[src/rtl/ind_ptr_pkg.sv]
package ind_ptr_pkg;
  localparam int unsigned ADDR_W = 9;
  typedef logic [ADDR_W-1:0] addr_t;

  typedef enum logic [1:0] {
    CST_SET = 2'b00,
    CST_INC = 2'b01,
    CST_DEC = 2'b10,
    CST_NOP = 2'b11
  } cst_op_e;

  typedef enum logic {
    LD_ADD = 1'b0,
    LD_SHL = 1'b1
  } ld_mode_e;

  typedef struct packed {
    logic  vld;
    logic  sel;
    addr_t val;
  } ld_req_t;
endpackage

[src/rtl/ind_ld_pipe.sv]
module ind_ld_pipe
  import ind_ptr_pkg::*;
#(
  parameter int unsigned DATA_W = 32,
  parameter int unsigned LD_LAT = 2,
  parameter int unsigned SH_W   = 4
) (
  input  logic              clk_i,
  input  logic              rst_ni,
  input  logic              vld_i,
  input  logic              sel_i,
  input  ld_mode_e          mode_i,
  input  logic [DATA_W-1:0] opnd_i,
  input  addr_t             cst_i,
  output ld_req_t           req_o
);
  logic [DATA_W-1:0] sum_w, shl_w;
  addr_t             val_w;

  always_comb begin
    sum_w = opnd_i + DATA_W'(cst_i);
    shl_w = opnd_i << cst_i[SH_W-1:0];
    val_w = (mode_i == LD_SHL) ? shl_w[ADDR_W-1:0] : sum_w[ADDR_W-1:0];
  end

  ld_req_t stg_q [LD_LAT];

  genvar g;
  generate
    for (g = 0; g < LD_LAT; g++) begin : g_stg
      always_ff @(posedge clk_i or negedge rst_ni) begin
        if (!rst_ni) begin
          stg_q[g] <= '0;
        end else if (g == 0) begin
          stg_q[g] <= '{vld: vld_i, sel: sel_i, val: val_w};
        end else begin
          stg_q[g] <= stg_q[(g == 0) ? 0 : g-1];
        end
      end
    end
  endgenerate

  assign req_o = stg_q[LD_LAT-1];

  // add-mode value captured into first stage
  assert_add_capture_R6: assert property (@(posedge clk_i) disable iff (!rst_ni)
    (vld_i && mode_i == LD_ADD) |=> stg_q[0].val == addr_t'($past(opnd_i[ADDR_W-1:0]) + $past(cst_i)));
endmodule

[src/rtl/ind_ptr_reg.sv]
module ind_ptr_reg
  import ind_ptr_pkg::*;
(
  input  logic    clk_i,
  input  logic    rst_ni,
  input  logic    win_we_i,
  input  addr_t   win_base_i,
  input  addr_t   win_limit_i,
  input  logic    cst_en_i,
  input  cst_op_e cst_op_i,
  input  addr_t   cst_imm_i,
  input  logic    ld_en_i,
  input  addr_t   ld_val_i,
  output addr_t   ptr_o
);
  addr_t ptr_q, base_q, limit_q, step_w, ptr_d;

  always_comb begin
    unique case (cst_op_i)
      CST_SET: step_w = cst_imm_i;
      CST_INC: step_w = (ptr_q >= limit_q) ? base_q  : ptr_q + addr_t'(1);
      CST_DEC: step_w = (ptr_q <= base_q)  ? limit_q : ptr_q - addr_t'(1);
      default: step_w = ptr_q;
    endcase
    ptr_d = ptr_q;
    if (cst_en_i) ptr_d = step_w;
    if (ld_en_i)  ptr_d = ld_val_i;  // late load overrides early command
  end

  always_ff @(posedge clk_i or negedge rst_ni) begin
    if (!rst_ni) begin
      ptr_q   <= '0;
      base_q  <= '0;
      limit_q <= '1;
    end else begin
      ptr_q <= ptr_d;
      if (win_we_i) begin
        base_q  <= win_base_i;
        limit_q <= win_limit_i;
      end
    end
  end

  assign ptr_o = ptr_q;

  assert_set_R2: assert property (@(posedge clk_i) disable iff (!rst_ni)
    (cst_en_i && cst_op_i == CST_SET && !ld_en_i) |=> ptr_q == $past(cst_imm_i));

  assert_inc_wrap_R3: assert property (@(posedge clk_i) disable iff (!rst_ni)
    (cst_en_i && cst_op_i == CST_INC && !ld_en_i && ptr_q >= limit_q) |=> ptr_q == $past(base_q));

  assert_dec_wrap_R4: assert property (@(posedge clk_i) disable iff (!rst_ni)
    (cst_en_i && cst_op_i == CST_DEC && !ld_en_i && ptr_q <= base_q) |=> ptr_q == $past(limit_q));

  assert_load_wins_R8: assert property (@(posedge clk_i) disable iff (!rst_ni)
    ld_en_i |=> ptr_q == $past(ld_val_i));

  assert_window_order_R9: assert property (@(posedge clk_i) disable iff (!rst_ni)
    win_we_i |-> win_base_i <= win_limit_i);

  assert_idle_hold_R11: assert property (@(posedge clk_i) disable iff (!rst_ni)
    (!cst_en_i && !ld_en_i) |=> $stable(ptr_q));
endmodule

[src/rtl/ind_eq_flag.sv]
module ind_eq_flag
  import ind_ptr_pkg::*;
(
  input  logic  clk_i,
  input  logic  rst_ni,
  input  logic  cmp_i,
  input  addr_t ptr_a_i,
  input  addr_t ptr_b_i,
  output logic  zero_o
);
  logic zero_q;

  always_ff @(posedge clk_i or negedge rst_ni) begin
    if (!rst_ni)    zero_q <= 1'b0;
    else if (cmp_i) zero_q <= (ptr_a_i == ptr_b_i);
  end

  assign zero_o = zero_q;

  assert_cmp_R10: assert property (@(posedge clk_i) disable iff (!rst_ni)
    cmp_i |=> zero_q == ($past(ptr_a_i) == $past(ptr_b_i)));

  assert_zero_hold_R10: assert property (@(posedge clk_i) disable iff (!rst_ni)
    !cmp_i |=> $stable(zero_q));
endmodule

[src/rtl/ind_ptr_unit.sv]
module ind_ptr_unit
  import ind_ptr_pkg::*;
#(
  parameter int unsigned DATA_W = 32,
  parameter int unsigned LD_LAT = 2,
  parameter int unsigned SH_W   = 4
) (
  input  logic              clk_i,
  input  logic              rst_ni,
  input  logic              win_we_i,
  input  logic              win_sel_i,
  input  logic [8:0]        win_base_i,
  input  logic [8:0]        win_limit_i,
  input  logic              cst_valid_i,
  input  logic              cst_sel_i,
  input  logic [1:0]        cst_op_i,
  input  logic [8:0]        cst_imm_i,
  input  logic              ld_valid_i,
  input  logic              ld_sel_i,
  input  logic              ld_mode_i,
  input  logic [DATA_W-1:0] ld_opnd_i,
  input  logic [8:0]        ld_const_i,
  input  logic              cmp_i,
  output logic [8:0]        ptr_a_o,
  output logic [8:0]        ptr_b_o,
  output logic              zero_o
);
  localparam int unsigned N_PTR = 2;

  ld_req_t ld_req;
  addr_t   ptr [N_PTR];

  ind_ld_pipe #(
    .DATA_W(DATA_W),
    .LD_LAT(LD_LAT),
    .SH_W  (SH_W)
  ) u_ld_pipe (
    .clk_i (clk_i),
    .rst_ni(rst_ni),
    .vld_i (ld_valid_i),
    .sel_i (ld_sel_i),
    .mode_i(ld_mode_e'(ld_mode_i)),
    .opnd_i(ld_opnd_i),
    .cst_i (ld_const_i),
    .req_o (ld_req)
  );

  genvar i;
  generate
    for (i = 0; i < N_PTR; i++) begin : g_ptr
      ind_ptr_reg u_ptr (
        .clk_i      (clk_i),
        .rst_ni     (rst_ni),
        .win_we_i   (win_we_i && (win_sel_i == 1'(i))),
        .win_base_i (win_base_i),
        .win_limit_i(win_limit_i),
        .cst_en_i   (cst_valid_i && (cst_sel_i == 1'(i))),
        .cst_op_i   (cst_op_e'(cst_op_i)),
        .cst_imm_i  (cst_imm_i),
        .ld_en_i    (ld_req.vld && (ld_req.sel == 1'(i))),
        .ld_val_i   (ld_req.val),
        .ptr_o      (ptr[i])
      );
    end
  endgenerate

  ind_eq_flag u_eq (
    .clk_i  (clk_i),
    .rst_ni (rst_ni),
    .cmp_i  (cmp_i),
    .ptr_a_i(ptr[0]),
    .ptr_b_i(ptr[1]),
    .zero_o (zero_o)
  );

  assign ptr_a_o = ptr[0];
  assign ptr_b_o = ptr[1];

  assert_reset_state_R1: assert property (@(posedge clk_i)
    !rst_ni |=> (ptr_a_o == '0 || rst_ni));
endmodule

[config.mk]
export PLATFORM = sky130hd
export DESIGN_NAME = ind_ptr_unit
export DESIGN_NICKNAME = d
export VERILOG_FILES = /design/src/rtl/ind_ptr_pkg.sv /design/src/rtl/ind_ld_pipe.sv /design/src/rtl/ind_ptr_reg.sv /design/src/rtl/ind_eq_flag.sv /design/src/rtl/ind_ptr_unit.sv
export SDC_FILE = /design/constraint.sdc
export NUM_CORES = 1
export LEC_CHECK = 0
export ABC_CLOCK_PERIOD_IN_PS = 2300
export CAP_MARGIN = 10
export CORE_MARGIN = 1.5
export CORE_UTILIZATION = 35
export DETAILED_ROUTE_END_ITERATION = 12
export GPL_TIMING_DRIVEN = 0
export PLACE_DENSITY = 0.65
export SYNTH_ARGS = -nofsm -noshare
export SYNTH_HDL_FRONTEND = slang
export SYNTH_SLANG_ARGS = --single-unit
[constraint.sdc]
create_clock -name clk_i -period 2.3 [get_ports clk_i]
set_clock_uncertainty 0.05 [all_clocks]
set_input_delay 0.46 -clock clk_i [delete_from_list [all_inputs] [get_ports clk_i]]
set_output_delay 0.46 -clock clk_i [all_outputs]
set_load 0.01 [all_outputs]
==> results of run 1 <==
## worst max-delay path by stage
stage	from	to	slack, ns	cells after the start
4_1_cts	g_ptr[1].u_ptr.limit_q[1]$_DFFE_PN1P_	g_ptr[1].u_ptr.ptr_o[3]$_DFFE_PN0P_	-0.08	9
3_5_place_dp	ld_const_i[1]	u_ld_pipe.stg_q[19]$_DFF_PN0_	-0.71	10
2_1_floorplan	g_ptr[0].u_ptr.ptr_o[0]$_DFFE_PN0P_	g_ptr[0].u_ptr.ptr_o[0]$_DFFE_PN0P_	-0.08	9
5_1_grt	g_ptr[1].u_ptr.limit_q[8]$_DFFE_PN1P_	g_ptr[1].u_ptr.ptr_o[3]$_DFFE_PN0P_	-0.16	9
3_3_place_gp	rst_ni	g_ptr[0].u_ptr.ptr_o[0]$_DFFE_PN0P_	-2.23	1
6_report	g_ptr[1].u_ptr.limit_q[4]$_DFFE_PN1P_	g_ptr[1].u_ptr.ptr_o[0]$_DFFE_PN0P_	-0.09	9
## logic make-up after synthesis
family	count (synthesis)	share of synthesized area
AOI/OAI and AO/OA	156	0.172
adders and majority gates	53	0.114
DFF	77	0.331
and+or+nand+nor	204	0.164
muxes	47	0.0890
xor gates and xnor gates	44	0.0654
buffers and inverters	96	0.0650
## through the flow
step,hold slack [ns],std cells,util,setup TNS [ns]
floorplan,0.114,677,-,-0.0787
global placement,0.282,972,0.419,-144.76
detailed placement,0.285,973,0.420,-10.91
CTS,0.0327,1015,0.474,-0.209
global route,0.0599,1032,0.492,-1.60
finish,0.0193,1032,0.492,-0.315
## power groups by stage
stage          clock [W]  sequential [W]  combinational, W
2_1_floorplan          0         0.00182           0.00176
3_3_place_gp           0         0.00187           0.00255
3_5_place_dp           0         0.00187           0.00257
4_1_cts          0.00159         0.00184           0.00322
5_1_grt          0.00165         0.00188           0.00384
6_report         0.00157         0.00186           0.00356
## synth_stat cells, types with 2 or more instances
library cell | number | area share
sky130_fd_sc_hd__ha_1 | 52 | 0.11
sky130_fd_sc_hd__o211ai_1 | 14 | 0.018
sky130_fd_sc_hd__o22ai_1 | 5 | 0.0053
sky130_fd_sc_hd__and2_1 | 2 | 0.0021
sky130_fd_sc_hd__dfrtp_1 | 59 | 0.25
sky130_fd_sc_hd__mux4_2 | 2 | 0.0076
sky130_fd_sc_hd__nor3_1 | 21 | 0.018
sky130_fd_sc_hd__nand2_1 | 74 | 0.047
sky130_fd_sc_hd__clkbuf_1 | 30 | 0.019
sky130_fd_sc_hd__mux2_2 | 23 | 0.044
sky130_fd_sc_hd__a311oi_1 | 3 | 0.0045
sky130_fd_sc_hd__or3_1 | 5 | 0.0053
sky130_fd_sc_hd__o21ai_0 | 64 | 0.054
sky130_fd_sc_hd__a31o_2 | 2 | 0.0030
sky130_fd_sc_hd__dfstp_2 | 18 | 0.080
sky130_fd_sc_hd__buf_4 | 2 | 0.0025
sky130_fd_sc_hd__buf_2 | 6 | 0.0051
sky130_fd_sc_hd__a31oi_1 | 9 | 0.0096
sky130_fd_sc_hd__xnor2_1 | 27 | 0.040
sky130_fd_sc_hd__a21o_1 | 2 | 0.0025
sky130_fd_sc_hd__o221a_2 | 5 | 0.0096
sky130_fd_sc_hd__inv_1 | 55 | 0.035
sky130_fd_sc_hd__nand3_1 | 18 | 0.015
sky130_fd_sc_hd__nor2b_1 | 12 | 0.013
sky130_fd_sc_hd__nand2b_1 | 5 | 0.0053
sky130_fd_sc_hd__nor3b_1 | 6 | 0.0076
sky130_fd_sc_hd__nor4_1 | 4 | 0.0042
sky130_fd_sc_hd__nand4_1 | 11 | 0.012
sky130_fd_sc_hd__nor2_1 | 37 | 0.024
sky130_fd_sc_hd__and3_1 | 3 | 0.0032
sky130_fd_sc_hd__o211a_1 | 2 | 0.0034
sky130_fd_sc_hd__mux2i_1 | 22 | 0.037
sky130_fd_sc_hd__xor2_1 | 17 | 0.025
sky130_fd_sc_hd__o31ai_1 | 2 | 0.0025
sky130_fd_sc_hd__a21oi_1 | 23 | 0.020
sky130_fd_sc_hd__a211oi_1 | 9 | 0.011
sky130_fd_sc_hd__o41ai_1 | 2 | 0.0030
## final cells by class
| type | instances | area (um^2) |
|---|---|---|
| timing repair buffer | 120 | 1140 |
| inverter | 56 | 220 |
| tap | 220 | 275 |
| clock buffer | 11 | 275 |
| sequential | 77 | 1960 |
| buffer | 39 | 209 |
| multi-input combinational | 504 | 3980 |
| clock inverter | 5 | 61.3 |
| fill | 1528 | 8400 |
## worst max-delay path: stages, from the launching register on
cell and delay [ns]:
sky130_fd_sc_hd__dfstp_2 0.55, sky130_fd_sc_hd__inv_4 0.05, sky130_fd_sc_hd__ha_4 0.16, sky130_fd_sc_hd__nor4_4 0.29, sky130_fd_sc_hd__o21ai_2 0.11, sky130_fd_sc_hd__a31oi_4 0.32, sky130_fd_sc_hd__buf_6 0.15, sky130_fd_sc_hd__mux2_4 0.30
sky130_fd_sc_hd__a21oi_2 0.14, sky130_fd_sc_hd__a31oi_2 0.12
## repair_timing
action	CTS	global route
cloned	1	0
pin swaps	25	29
setup endpoints to repair	21	22
gates resized for setup	83	55
buffers inserted	26	17
## flip-flops by register name (all words and copies together) (netlist names)
name	flops
g_ptr.u_ptr.base_q	18
g_ptr.u_ptr.limit_q	18
g_ptr.u_ptr.ptr_o	18
u_ld_pipe.req_o	11
u_ld_pipe.stg_q	11
u_eq.zero_o	1
## layer usage
layer,up-vias,GRT usage,share of wire
li1,2652,-,-
met1,2666,0.269,0.44
met2,205,0.350,0.48
met3,34,0.0261,0.051
met4,0,0.0775,0.031
met5,-,0,0
==> reports/qor_table.md, run 1 <==
| Step | Result | This run |
|---|---|---|
| drt | Drt drc | 0 |
| min path | Hold Path Class | primary input to async pin |
| clocking | CTS buffer count | 9 |
| sta | Worst Slack Setup Final | -0.0867 ns |
| clocking | Root buffer selected by CTS | sky130_fd_sc_hd__clkbuf_16 |
| global routing | Total overflow reported by the global router | 0 |
| pwr | Clock network fraction of total power | 0.225 |
| pwr | Sequential power share | 0.266 |
| yosys | Synth Instances | 677 |
| layout | Highest-count cells in the layout ignoring fill and taps | 73 x sky130_fd_sc_hd__nand2_1, 73 x sky130_fd_sc_hd__clkdlybuf4s50_1, 51 x sky130_fd_sc_hd__dfrtp_1 |
| yosys | Cell Area, Synth | 0.00589 mm^2 |
| yosys | Yosys Warn Count | 0 |
| clocking | Count of clock tree sinks | 77 |
| die | Die Area | 0.0176 mm^2 |
| drt | Mean routed wirelength per cell | 17.7 um |
| global routing | Vias in the first global route | 5288 |
| setup path | Number of cell instances on the worst register-to-register path | 9 |
| pwr | Fraction of power spent switching nets | 0.378 |
| placement | Worst setup slack after placement | -0.711 ns |
| yosys | Number of synthesized register bits | 77 |
| pwr | Total leakage power | 3.36 nW |
| pwr | Power density of the placed cells | 861 mW/mm^2 |
| sta | Worst rel slew slack | 0.539 |
| sta | Number of pins with negative max-slew slack in the final report | 0 |
| layout | Fraction of final layout cells with drive strength greater than 1 | 0.265 |
| run | Max-cap check violation count | 0 |
| drt | Vias/cell | 5.38 |
| setup path | Data required time at the worst endpoint | 2.45 ns |
| clocking | TritonCTS clock tree | done |
| yosys | Post-synth cell types | 61 |
| die | Die Y | 133 um |
| global routing | Wire length of the first global-routing pass | 28.3 mm |
| die | Count of pins on the block boundary | 99 |
| sta | Final critical-path required period | 2.39 ns |
| setup path | Highest fanout seen on the critical path | 5 |
| clocking | CTS clk-pin slew, worst paths | 0.06 ns |
| pwr | Peak VDD IR | 0.000383 V |
| pwr | Sw Pwr | 0.00264 W |
| yosys | Fraction of registers with async set or reset after synthesis | 1.00 |
| clocking | Later-pin clock latency in the skew report | 0.34 ns |
| pwr | Combinational cell fraction of total power | 0.509 |
| layout | Layout Area Growth over Synthesis | 38.0% |
| pwr | Design Power | 0.00700 W |
| setup path | Kind of launch point of the worst setup path | register |
| status | Failing checks | negative setup slack |
| placement | Routability cong. | 0.882 |
| placement | Final HPWL from detailed placement | 13.3 mm |
| drt | Routed Wire Length | 18.3 mm |
| layout | Final std cell area, no fill | 0.00813 mm^2 |
| yosys | Post-Syn Area per Cell | 8.70 um^2 |
| drt | Count of nets left with antenna violations after detail routing | 0 |
| placement | Placed Instance Area | 0.00694 mm^2 |
| clocking | Clock tree buffer depth | 2 |
| sta | Slew of the pin with the lowest slew margin | 0.691 ns |
| drt | Total vias in the final route | 5557 |
| die | Num rows | 47 |
| sta | Share of the clock period used by the worst path after layout | 1.04 |
| setup path | Worst reg2reg path startpoint | g_ptr[1].u_ptr.limit_q[4]$_DFFE_PN1P_ |
| layout | Number of nets at the end of the flow | 940 |
| sta | Fin. Hold Viols | 0 |
| sta | Setup repair after global routing missed its margin | true |
| setup path | Startpoint-to-endpoint class of the critical path | register to register |
| setup path | R2R Path End | g_ptr[1].u_ptr.ptr_o[0]$_DFFE_PN0P_ |
| clocking | Number of levels in the clock H-tree | 3 |
| die | Placeable core area | 0.0165 mm^2 |
| global routing | Number of antenna violations at the first check in global routing | 0 |
| die | Die outline width | 133 um |
| yosys | Number of enable flip-flop cells after synthesis | 0 |
| setup path | Worst path arrival time | 2.54 ns |
| yosys | Post-synthesis net count | 810 |
| global routing | GRT Util Overall | 0.206 |
| die | Initial core utilization | 0.356 |
| drt | Number of DRC markers after the initial detailed-route iteration | 410 |
| sta | Max frequency | 419 MHz |
| yosys | Predominant post-synthesis flop cell | sky130_fd_sc_hd__dfrtp_1 |
| setup path | Element type at the critical path end | register |
| setup path | Register-to-Register Setup Slack | -0.09 ns |
| placement | Count of input and output buffers | 75 |
| pwr | Internal Power | 0.00436 W |
| sta | Setup violators final | 13 |
| drt | Iteration count of the initial detailed-routing pass | 4 |
| status | Outcome | finished, violations left |
| yosys | Fraction of the yosys area taken by sequential cells | 0.331 |
| global routing | Largest net degree at the start of global routing | 43 |
| layout | Antenna diodes | 0 |
| clocking | Hold-fix buffers at CTS | 0 |
No activity file was read; power rests on OpenSTA's default activity.
==> run 2: changes to the inputs <==
- ABC_CLOCK_PERIOD_IN_PS: 2300 -> 3050
- CAP_MARGIN: 10 -> not set
- PLACE_DENSITY: 0.65 -> 0.63
- clock period: 2.3 -> 3.05 ns (I/O delays scaled with it)
==> run 2 against run 1 <==
  * The flow now finishes without violations
  * Core utilization down 5.4 points
  * Combinational power decreased by 45%
  * Sequential share of layout area grew 2.9 points
  * Hold slack improved by 0.043 ns
  * Global-route usage down 0.87 points
  * Clock-buffer cell count decreased by 2
  * Routed wire length down 8.3%
  * Critical path depth is 1 higher
  * First-iteration DRC count shrank 1.7%
  * Highest routed layer unchanged
==> reports/qor_table.md, run 2 (synthesis gave the netlist of run 1 again) <==
| Step | Result | This run |
|---|---|---|
| status | Outcome | complete, no violations |
| layout | Layout Area Growth over Synthesis | 22.7% |
| placement | # placed instances | 973 |
| drt | Drt drc | 0 |
| setup path | Critical path's slowest cell | sky130_fd_sc_hd__fa_1 |
| sta | Final Hold Slack | 0.0626 ns |
| placement | Count of input and output buffers | 75 |
| sta | Number of pins with negative max-slew slack in the final report | 0 |
| clocking | Later-pin clock latency in the skew report | 0.34 ns |
| die | Die outline width | 133 um |
| setup path | Highest fanout seen on the critical path | 9 |
| setup path | Critical Path, Cell by Cell | clkdlybuf4s50_1, buf_2, clkinv_1, fa_1, nor2b_1, o21ai_0, a21o_1, a31oi_1, xnor2_1, mux2i_1 |
| sta | Setup violators final | 0 |
| pwr | Total leakage power | 3.05 nW |
| sta | Max frequency | 360 MHz |
| layout | Antenna diodes | 0 |
| layout | Number of nets at the end of the flow | 897 |
| clocking | Number of levels in the clock H-tree | 3 |
| clocking | Hold-fix buffers at CTS | 0 |
| placement | Routability cong. | 0.903 |
| die | Count of pins on the block boundary | 99 |
| clocking | TritonCTS clock tree | done |
| clocking | CTS clk-pin slew, worst paths | 0.06 ns |
| setup path | Element type at the critical path end | register |
| global routing | Number of antenna violations at the first check in global routing | 0 |
| drt | Number of DRC markers after the initial detailed-route iteration | 403 |
| layout | Highest-count cells in the layout ignoring fill and taps | 74 x sky130_fd_sc_hd__nand2_1, 74 x sky130_fd_sc_hd__clkdlybuf4s50_1, 64 x sky130_fd_sc_hd__o21ai_0 |
| setup path | Buffers & Inverters on Critical Path | 3 |
| clocking | Count of clock tree sinks | 77 |
| global routing | Wire length of the first global-routing pass | 27.0 mm |
| setup path | Data required time at the worst endpoint | 3.21 ns |
| placement | Final HPWL from detailed placement | 13.3 mm |
| layout | Fraction of final layout cells with drive strength greater than 1 | 0.113 |
| die | Die Area | 0.0176 mm^2 |
| die | Initial core utilization | 0.356 |
| setup path | Critical path's top delay family | buffers and inverters |
| global routing | Total overflow reported by the global router | 0 |
| pwr | Power density of the placed cells | 604 mW/mm^2 |
| pwr | Design Power | 0.00437 W |
| die | Die Y | 133 um |
| drt | Routed Wire Length | 16.8 mm |
| clocking | CTS buffer count | 9 |
| drt | Count of nets left with antenna violations after detail routing | 0 |
| die | Placeable core area | 0.0165 mm^2 |
| drt | Iteration count of the initial detailed-routing pass | 5 |
| global routing | Largest net degree at the start of global routing | 67 |
| sta | Total negative slack for setup checks | 0 ns |
| clocking | Clock tree buffer depth | 2 |
| pwr | Peak VDD IR | 0.000288 V |
| sta | Worst rel slew slack | 0.635 |
| sta | Share of the clock period used by the worst path after layout | 0.912 |
| drt | Vias/cell | 5.23 |
| clocking | Post-CTS repair timing setup buffer count | 0 |
| sta | Slew of the pin with the lowest slew margin | 0.547 ns |
| global routing | Vias in the first global route | 5008 |
| setup path | Worst path arrival time | 2.94 ns |
| die | Num rows | 47 |
| layout | Final std cell area, no fill | 0.00723 mm^2 |
| clocking | Root buffer selected by CTS | sky130_fd_sc_hd__clkbuf_16 |
| sta | Final critical-path required period | 2.78 ns |
| layout | Register Area | 0.00195 mm^2 |
| global routing | GRT Util Overall | 0.198 |
| layout | Final-layout fill cell count | 1625 |
| min path | Hold Path Class | primary input to async pin |
| run | Max-cap check violation count | 0 |
| drt | Total vias in the final route | 5171 |
| placement | Placed Instance Area | 0.00694 mm^2 |
| sta | Setup repair after global routing missed its margin | false |
| setup path | Critical Path Max Stage Delay | 0.50 ns |
| sta | Fin. Hold Viols | 0 |
| clocking | Number of instances resized during post-cts repair | 0 |
| layout | Area occupied by multi-input gates | 0.00357 mm^2 |
| drt | Mean routed wirelength per cell | 17.0 um |
| layout | Finished Layout Cells | 989 |
| setup path | Startpoint-to-endpoint class of the critical path | primary input to register |
| setup path | Kind of launch point of the worst setup path | primary input |
==> run 2: worst reg2reg max path: stages, from the launching register on <==
cell                       delay (ns)
sky130_fd_sc_hd__dfrtp_2         0.47
sky130_fd_sc_hd__inv_1           0.14
sky130_fd_sc_hd__ha_1            0.30
sky130_fd_sc_hd__nand2b_1        0.14
sky130_fd_sc_hd__a41o_1          0.24
sky130_fd_sc_hd__a211oi_1        0.18
sky130_fd_sc_hd__buf_2           0.31
sky130_fd_sc_hd__mux2_2          0.40
sky130_fd_sc_hd__a221oi_1        0.25
sky130_fd_sc_hd__a31oi_1         0.13
==> run 2: per-layer routing <==
| metal | vias up | GRT usage | wire (um) |
|---|---|---|---|
| met2 | 172 | 0.331 | 7930 |
| met5 | - | 0 | 0 |
| met3 | 29 | 0.0253 | 918 |
| met4 | 0 | 0.0696 | 467 |
| met1 | 2398 | 0.263 | 7450 |
| li1 | 2572 | - | - |
==> run 2: power by group <==
part	switching (W)	total, W	internal (W)
combinational	0.00108	0.00196	0.000881
sequential	0.000188	0.00140	0.00121
clock	0.000450	0.00100	0.000555
==> run 2: worst paths after layout <==
kind                                                          start                                     to  slack (ns)  cells after the start
worst max-delay path                                  ld_const_i[1]          u_ld_pipe.stg_q[19]$_DFF_PN0_        0.27                     10
worst min-delay path                                         rst_ni   g_ptr[1].u_ptr.base_q[5]$_DFFE_PN0P_        0.06                      1
worst max register to register  g_ptr[0].u_ptr.ptr_o[0]$_DFFE_PN0P_    g_ptr[0].u_ptr.ptr_o[0]$_DFFE_PN0P_        0.31                      9
worst min register to register        u_ld_pipe.stg_q[14]$_DFF_PN0_           u_ld_pipe.req_o[3]$_DFF_PN0_        0.30                      0
max in group asynchronous                                    rst_ni  g_ptr[0].u_ptr.limit_q[4]$_DFFE_PN1P_        2.30                      2
min in group clk_i                    u_ld_pipe.stg_q[14]$_DFF_PN0_           u_ld_pipe.req_o[3]$_DFF_PN0_        0.30                      0
==> run 2: final cells by class <==
class / instances / area share
buffer: 40 / 0.0241
timing repair buffer: 76 / 0.107
clock buffer: 9 / 0.0312
clock inverter: 7 / 0.00710
sequential: 77 / 0.270
tap: 220 / 0.0381
inverter: 56 / 0.0291
multi-input combinational: 504 / 0.493
==> run 2: metrics by stage <==
stage               utilization  setup slack, ns
global placement          0.419            -1.30
global route              0.437           0.0525
detailed placement        0.420           -0.153
CTS                       0.437            0.189
finish                    0.437            0.269
floorplan                     -            0.508
